$ cat src/rtl/bcd_line_streamer.sv
module bcd_line_streamer #(
  parameter int DIGITS = 10
) (
  input  logic       clk,
  input  logic       rst,
  input  logic       txe_n,
  output logic       wr,
  output logic       rd_n,
  output logic [7:0] data,
  output logic [7:0] status
);
  localparam int CW = 4 * DIGITS;
  localparam int PW = $clog2(DIGITS + 1);
  localparam logic [PW-1:0] LAST = PW'(DIGITS);

  logic [CW-1:0] count, count_inc;
  logic [PW-1:0] pos;
  logic [DIGITS:0] carry;
  logic [3:0] cur_digit;
  logic last;

  function automatic logic [7:0] to_ascii(input logic [3:0] d);
    case (d)
      4'd0: to_ascii = 8'h30;
      4'd1: to_ascii = 8'h31;
      4'd2: to_ascii = 8'h32;
      4'd3: to_ascii = 8'h33;
      4'd4: to_ascii = 8'h34;
      4'd5: to_ascii = 8'h35;
      4'd6: to_ascii = 8'h36;
      4'd7: to_ascii = 8'h37;
      4'd8: to_ascii = 8'h38;
      4'd9: to_ascii = 8'h39;
      default: to_ascii = 8'h3F;
    endcase
  endfunction

  assign carry[0] = 1'b1;
  for (genvar i = 0; i < DIGITS; i++) begin : g_digit
    logic [3:0] d;
    logic nine;
    assign d = count[4*i +: 4];
    assign nine = (d == 4'd9);
    assign carry[i+1] = carry[i] & nine;
    assign count_inc[4*i +: 4] = !carry[i] ? d : (nine ? 4'd0 : d + 4'd1);
  end

  always_comb begin
    cur_digit = 4'd0;
    for (int i = 0; i < DIGITS; i++)
      if (int'(pos) == i) cur_digit = count[4*(DIGITS-1-i) +: 4];
  end

  assign last   = (pos == LAST);
  assign data   = last ? 8'h0A : to_ascii(cur_digit);
  assign rd_n   = 1'b1;
  assign status = count[CW-1 -: 8];

  always_ff @(posedge clk) begin
    if (rst) begin
      wr    <= 1'b0;
      pos   <= '0;
      count <= '0;
    end else if (wr) begin
      wr <= 1'b0;
      if (last) begin
        pos   <= '0;
        count <= count_inc;
      end else begin
        pos <= pos + 1'b1;
      end
    end else if (!txe_n) begin
      wr <= 1'b1;
    end
  end
endmodule


$ cat config.mk
export PLATFORM = sky130hd
export DESIGN_NAME = bcd_line_streamer
export DESIGN_NICKNAME = d
export VERILOG_FILES = /design/src/rtl/bcd_line_streamer.sv
export SDC_FILE = /design/constraint.sdc
export NUM_CORES = 1
export LEC_CHECK = 0
export ABC_CLOCK_PERIOD_IN_PS = 2400
export CELL_PAD_IN_SITES_DETAIL_PLACEMENT = 0
export CELL_PAD_IN_SITES_GLOBAL_PLACEMENT = 2
export CORE_ASPECT_RATIO = 0.8
export CORE_MARGIN = 2
export CORE_UTILIZATION = 31
export DETAILED_ROUTE_END_ITERATION = 12
export PLACE_DENSITY_LB_ADDON = 0.1
export SLEW_MARGIN = 20
export SYNTH_ARGS = -nofsm -noshare
export SYNTH_HDL_FRONTEND = slang
export SYNTH_SLANG_ARGS = --single-unit
$ cat constraint.sdc
create_clock -name clk -period 2.4 [get_ports clk]
set_clock_uncertainty 0.2 [all_clocks]
set_input_delay 0.48 -clock clk [delete_from_list [all_inputs] [get_ports clk]]
set_output_delay 0.48 -clock clk [all_outputs]
set_load 0.05 [all_outputs]
==> results.cfg, run 1 <==
[detailed_routing]
routed_wl_mm = 7.661
wl_per_cell_um = 14.59
final_antenna_net_count = 0
drc = 0
vias = 2584
drt_first_pass_iters = 4
drt_iter0_markers = 183
via_per_inst = 4.922

[yosys]
synth_ff_type = dfxtp_1
synth_area_leaders = dfxtp_1 (32%), nor2_1 (6.0%), nor2b_1 (4.9%), xor2_1 (4.3%), a21oi_1 (3.9%)
synth_cell_type_count = 62
syn_area_per_cell_um2 = 7.892
synth_edf_count = 0
yosysWarnings = 0
synth_top_cell_by_area = dfxtp_1
netlist_instances = 358
synth-seq-cells = 45
async_flop_share_pct = 0
yosysSeqAreaShare_pct = 31.89
netlist_area_um2 = 2825
synth.top_cell.area_share_pct = 31.89

[sta]
rsz0062_at_grt = true
hold_viol = 0
worstMarginPinSlew_ns = 0.5120
hold_ws_ns = 0.3094
relSlewSlack_pct = 65.87
min_period_over_period_pct = 115.8
fmax_mhz = 359.9
layout_setup_ws_ns = -0.3788
setup_viol = 4
slew_viol_final = 0
period_minus_slack_ns = 2.779

[final_layout]
final_cell_mix = buf_4 (51), nor2_1 (41), dfxtp_1 (40), nand2_1 (23)
area_growth_syn_to_layout_pct = 33.30
final_common_cell = buf_4
drive_above_1_share_pct = 26.10
final_nets = 412
antenna_cells = 0

[global_route]
met3_usage_pct = 3.254
gr-total-overflow = 0
gr-max-usage-layer = met1
grtUsageMet2_pct = 23.48
grt.met1_usage_pct = 23.76
grt_pass1_vias = 2351
antenna_found_initial = 0
grt_pass1_wl_mm = 12.45
grt_max_degree = 28
grtUsageTotal_pct = 16.01

[floorplanning]
core_area_um2 = 8960
die_y_um = 89.39
io_pins = 21
die_area_um2 = 9898
die_w_um = 110.7
rows = 31
initial_core_util_pct = 31.53

[clock_network]
clk_latency_ns = 0.29
numCtsBuffers = 5
cts.sinks = 45
path_clk_slew_ns = 0.06
cts_tree = built
holdBufCountCts = 0
cts_buffer_depth = 2
root_buffer = clkbuf_16
h-tree-depth = 2

[placement]
port_buffers = 17
dpl.hpwl_mm = 5.776
place_ws_ns = -0.2193
gp_congestion = 0.8772

[power_and_ir_drop]
power_density_nw_per_um2 = 413.7
irDropWorstVdd_mv = 0.2494
power_leakage_nw = 1.430
fin_total_pwr_mw = 1.558

[critical_path]
critPathCaptureType = output port
startpoint_type = flip-flop
critPathMaxFanout = 9
arrival_ns = 2.10
crit_required_ns = 1.72
path_class = flip-flop to output port

[status]
status = finished with violations
failed_checks = setup timing

[min_path]
holdCritPathClass = flip-flop to flip-flop

[run]
cap_violations = 0
==> sequential cells by signal, summed over array words and instances (netlist names) <==
| register | cells |
|---|---|
| wr | 1 |
| pos | 4 |
| count | 40 |
==> metrics by stage <==
step / instance area, µm² / setup TNS [ns] / instances / utilization, %
after CTS: 3716 / -1.282 / 525 / 41.47
after detailed placement: 3465 / -0.5849 / 516 / 38.67
after global routing: 3766 / -1.651 / 525 / 42.03
final: 3766 / -1.265 / 525 / 42.03
after global placement: 3465 / -0.4724 / 516 / 38.67
after floorplan: 2854 / -0.1237 / 359 / -
==> worst max-delay path, cell delays in order (launching register included) <==
cell and delay [ns]:
dfxtp_4 0.37, buf_6 0.14, and2b_2 0.21, a32oi_2 0.22
a2bb2oi_2 0.19, o22ai_2 0.12, a211o_2 0.39, buf_12 0.16
==> repair_timing <==
item                                    CTS  global route
pin swaps                                 5             5
setup buffers                             0             0
gates cloned                              1             0
endpoints found under the setup margin    6            15
resized for setup                        23            15
==> kinds of logic (layout without fill, tap and decap cells) <==
logic type / Yosys count / in the layout / synth area share (%)
flops: 45 / 45 / 31.89
mux: 9 / 9 / 3.632
buf+inv: 42 / 93 / 7.883
simple gates: 163 / 163 / 33.04
xor+xnor: 22 / 22 / 6.820
other cells: 2 / 3 / 0.2658
compound gates: 75 / 75 / 16.48
==> path summary, 6_finish.rpt <==
path | start | to | slack [ns] | cells after the start
worst max-delay path | pos[1]$_SDFFE_PP0P_ | data[1] | -0.38 | 7
worst max register to register | pos[1]$_SDFFE_PP0P_ | count[37]$_SDFFE_PP0P_ | 0.14 | 8
worst min-delay path | count[35]$_SDFFE_PP0P_ | count[35]$_SDFFE_PP0P_ | 0.31 | 2
worst min register to register | count[35]$_SDFFE_PP0P_ | count[35]$_SDFFE_PP0P_ | 0.31 | 2
==> power breakdown <==
group	switching (mW)	internal, mW
registers	0.00396	0.749
logic	0.0766	0.0556
clock network	0.290	0.383
==> cell usage after synthesis (all sizes together) (3+ instances only) <==
cell    number
nand3b       3
mux2i        8
nand4        3
nor3         9
o21ai       22
or3          3
nor3b        8
buf         20
and3         3
nand2b       7
and4b        4
nand2       24
xnor2        8
dfxtp       45
nand3       17
clkbuf      12
a21o         3
a21oi       22
nor2b       22
a31oi        4
xor2        14
nor2        46
inv         10
==> area by class of cell <==
cell class,count,area (µm²)
fillers,892,5194
multi-input cells,272,1818
flip-flops and latches,45,912.1
repair buffers,75,715.7
well taps,115,143.9
clock buffers,6,128.9
inverters,10,37.54
clock inverters,2,10.01
==> per-layer routing <==
metal,wire [µm],vias to the layer above
met1,4145,1202
met4,82,0
met3,239,7
met5,0,-
met2,3193,29
li1,-,1346
No activity file was read; power rests on OpenSTA's default activity.
==> run 2, diff against run 1 <==
- SETUP_SLACK_MARGIN: default -> 0.5
==> results.cfg, run 2 (synthesis results as in run 1) <==
[final_layout]
design_area_um2 = 4095
largest_register_ffs = 40
drive_above_1_share_pct = 38.59
antenna_cells = 0
final_cell_mix = buf_4 (55), nor2_1 (39), dfxtp_1 (37)
largest-register = count
final_common_cell = buf_4
area_growth_syn_to_layout_pct = 44.95
final_nets = 428
top_regs = count x40, pos x4, wr x1

[placement]
dpl_cell_area_um2 = 3538
gp_congestion = 0.8644
place_ws_ns = -0.2192
port_buffers = 17
dpl.hpwl_mm = 6.087

[detailed_routing]
via_per_inst = 4.965
vias = 2681
final_antenna_net_count = 0
wl_per_cell_um = 15.55
routed_wl_mm = 8.396
drt_first_pass_iters = 4
drc = 0
drt_iter0_markers = 171

[critical_path]
cp_num_cells = 7
critPathCaptureType = output port
r2r_start = pos[0]$_SDFFE_PP0P_
r2r-end = count[25]$_SDFFE_PP0P_
critPathMaxFanout = 5
slowest_stage = or3b_4
startpoint = pos[2]$_SDFFE_PP0P_
r2r_cells = 9
crit_required_ns = 1.72
path_buf_inv = 2
cp_top_family = compound AO/OA/AOI/OAI gates
cpMostUsedCell = o22ai_2
r2r_slack_ns = 0.11
path_class = flip-flop to output port
max_stage_delay_ns = 0.42
arrival_ns = 2.13
path_cells = buf_6, or3b_4, o22ai_2, a21o_1, o22ai_2, a211o_4, buf_12
startpoint_type = flip-flop

[run]
cap_violations = 0

[power_and_ir_drop]
irDropWorstVdd_mv = 0.2420
switching_power_mw = 0.3684
power_density_nw_per_um2 = 385.0
pwr-share-clk_pct = 44.3
p_sw_share_pct = 23.37
power_leakage_nw = 1.556
p_seq_share_pct = 48.0
internal_power_mw = 1.208
comb_power_share_pct = 7.7

[status]
status = finished with violations
failed_checks = setup timing

[clock_network]
cts_buffer_depth = 2
h-tree-depth = 2
root_buffer = clkbuf_16
clk_latency_ns = 0.29
cts_tree = built
numCtsBuffers = 5
cts.sinks = 45
path_clk_slew_ns = 0.06

[floorplanning]
initial_core_util_pct = 31.53
die_area_um2 = 9898
core_area_um2 = 8960
rows = 31
die_w_um = 110.7
die_y_um = 89.39
io_pins = 21

[sta]
fmax_mhz = 355.7
rsz0062_at_grt = true
slew_viol_final = 0
min_period_over_period_pct = 117.1
tns_ns = -1.389
period_minus_slack_ns = 2.811
layout_setup_ws_ns = -0.4111
hold_viol = 0
setup_viol = 4

[min_path]
min_from = rst
hold_end = count[37]$_SDFFE_PP0P_
holdCritPathClass = input pin to flip-flop
hold_depth = 2

[global_route]
grt_pass1_wl_mm = 13.74
grt_max_degree = 24
grtUsageTotal_pct = 17.75
gr-total-overflow = 0
grt_pass1_vias = 2557
antenna_found_initial = 0
run 2: power groups by stage:
stage	Sequential, mW	Combinational, mW	Clock (mW)
after floorplan	0.771	0.0752	0
after global placement	0.774	0.114	0
after detailed placement	0.774	0.114	0
after CTS	0.757	0.119	0.728
after global routing	0.758	0.129	0.752
final	0.757	0.121	0.698
run 2: how the worst max path moves through the flow:
stage / to
global route: data[1]
finish: data[1]
CTS: data[1]
global placement: data[0]
floorplan: data[0]
detailed placement: data[0]
run 2: per-layer routing:
metal  up-vias  track usage, %  share of wire [%]
li1       1374               -                  -
met1      1258           25.80                 53
met2        39           26.66                 41
met3        10           3.593                3.8
met4         0           5.227                1.3
met5         -               0                  0
run 2: layout make-up:
cell class / instances / area [µm²]
fill: 872 / 4865
sequential: 45 / 918.4
multi-input combinational: 272 / 1981
clock buffer: 7 / 142.6
inverter: 10 / 42.54
tap: 115 / 143.9
timing repair buffer: 91 / 867.1
run 2: per-stage QoR:
| stage | cells | hold WS, ns | utilization [%] | total power [mW] |
|---|---|---|---|---|
| floorplan | 359 | 0.2533 | - | 0.8459 |
| global placement | 518 | 0.2792 | 39.49 | 0.8884 |
| detailed placement | 518 | 0.2886 | 39.49 | 0.8884 |
| CTS | 538 | 0.2601 | 44.76 | 1.604 |
| global route | 540 | 0.2757 | 45.71 | 1.639 |
| finish | 540 | 0.2656 | 45.71 | 1.577 |
run 2: timing repair:
item	4_1_cts	5_1_grt
endpoints found under the setup margin	51	42
gates cloned	0	0
buffers inserted	13	2
gates resized for setup	87	23
pin swaps	10	12
hold buffers	0	0
run 2: worst reg2reg max path: cells and delay by family, from the launching register on:
family                 cells  cell delay, ns
buffers and inverters      3            0.42
AO/OA/AOI/OAI              1            0.14
AND/OR/NAND/NOR            5            1.07
flip-flops                 1            0.39
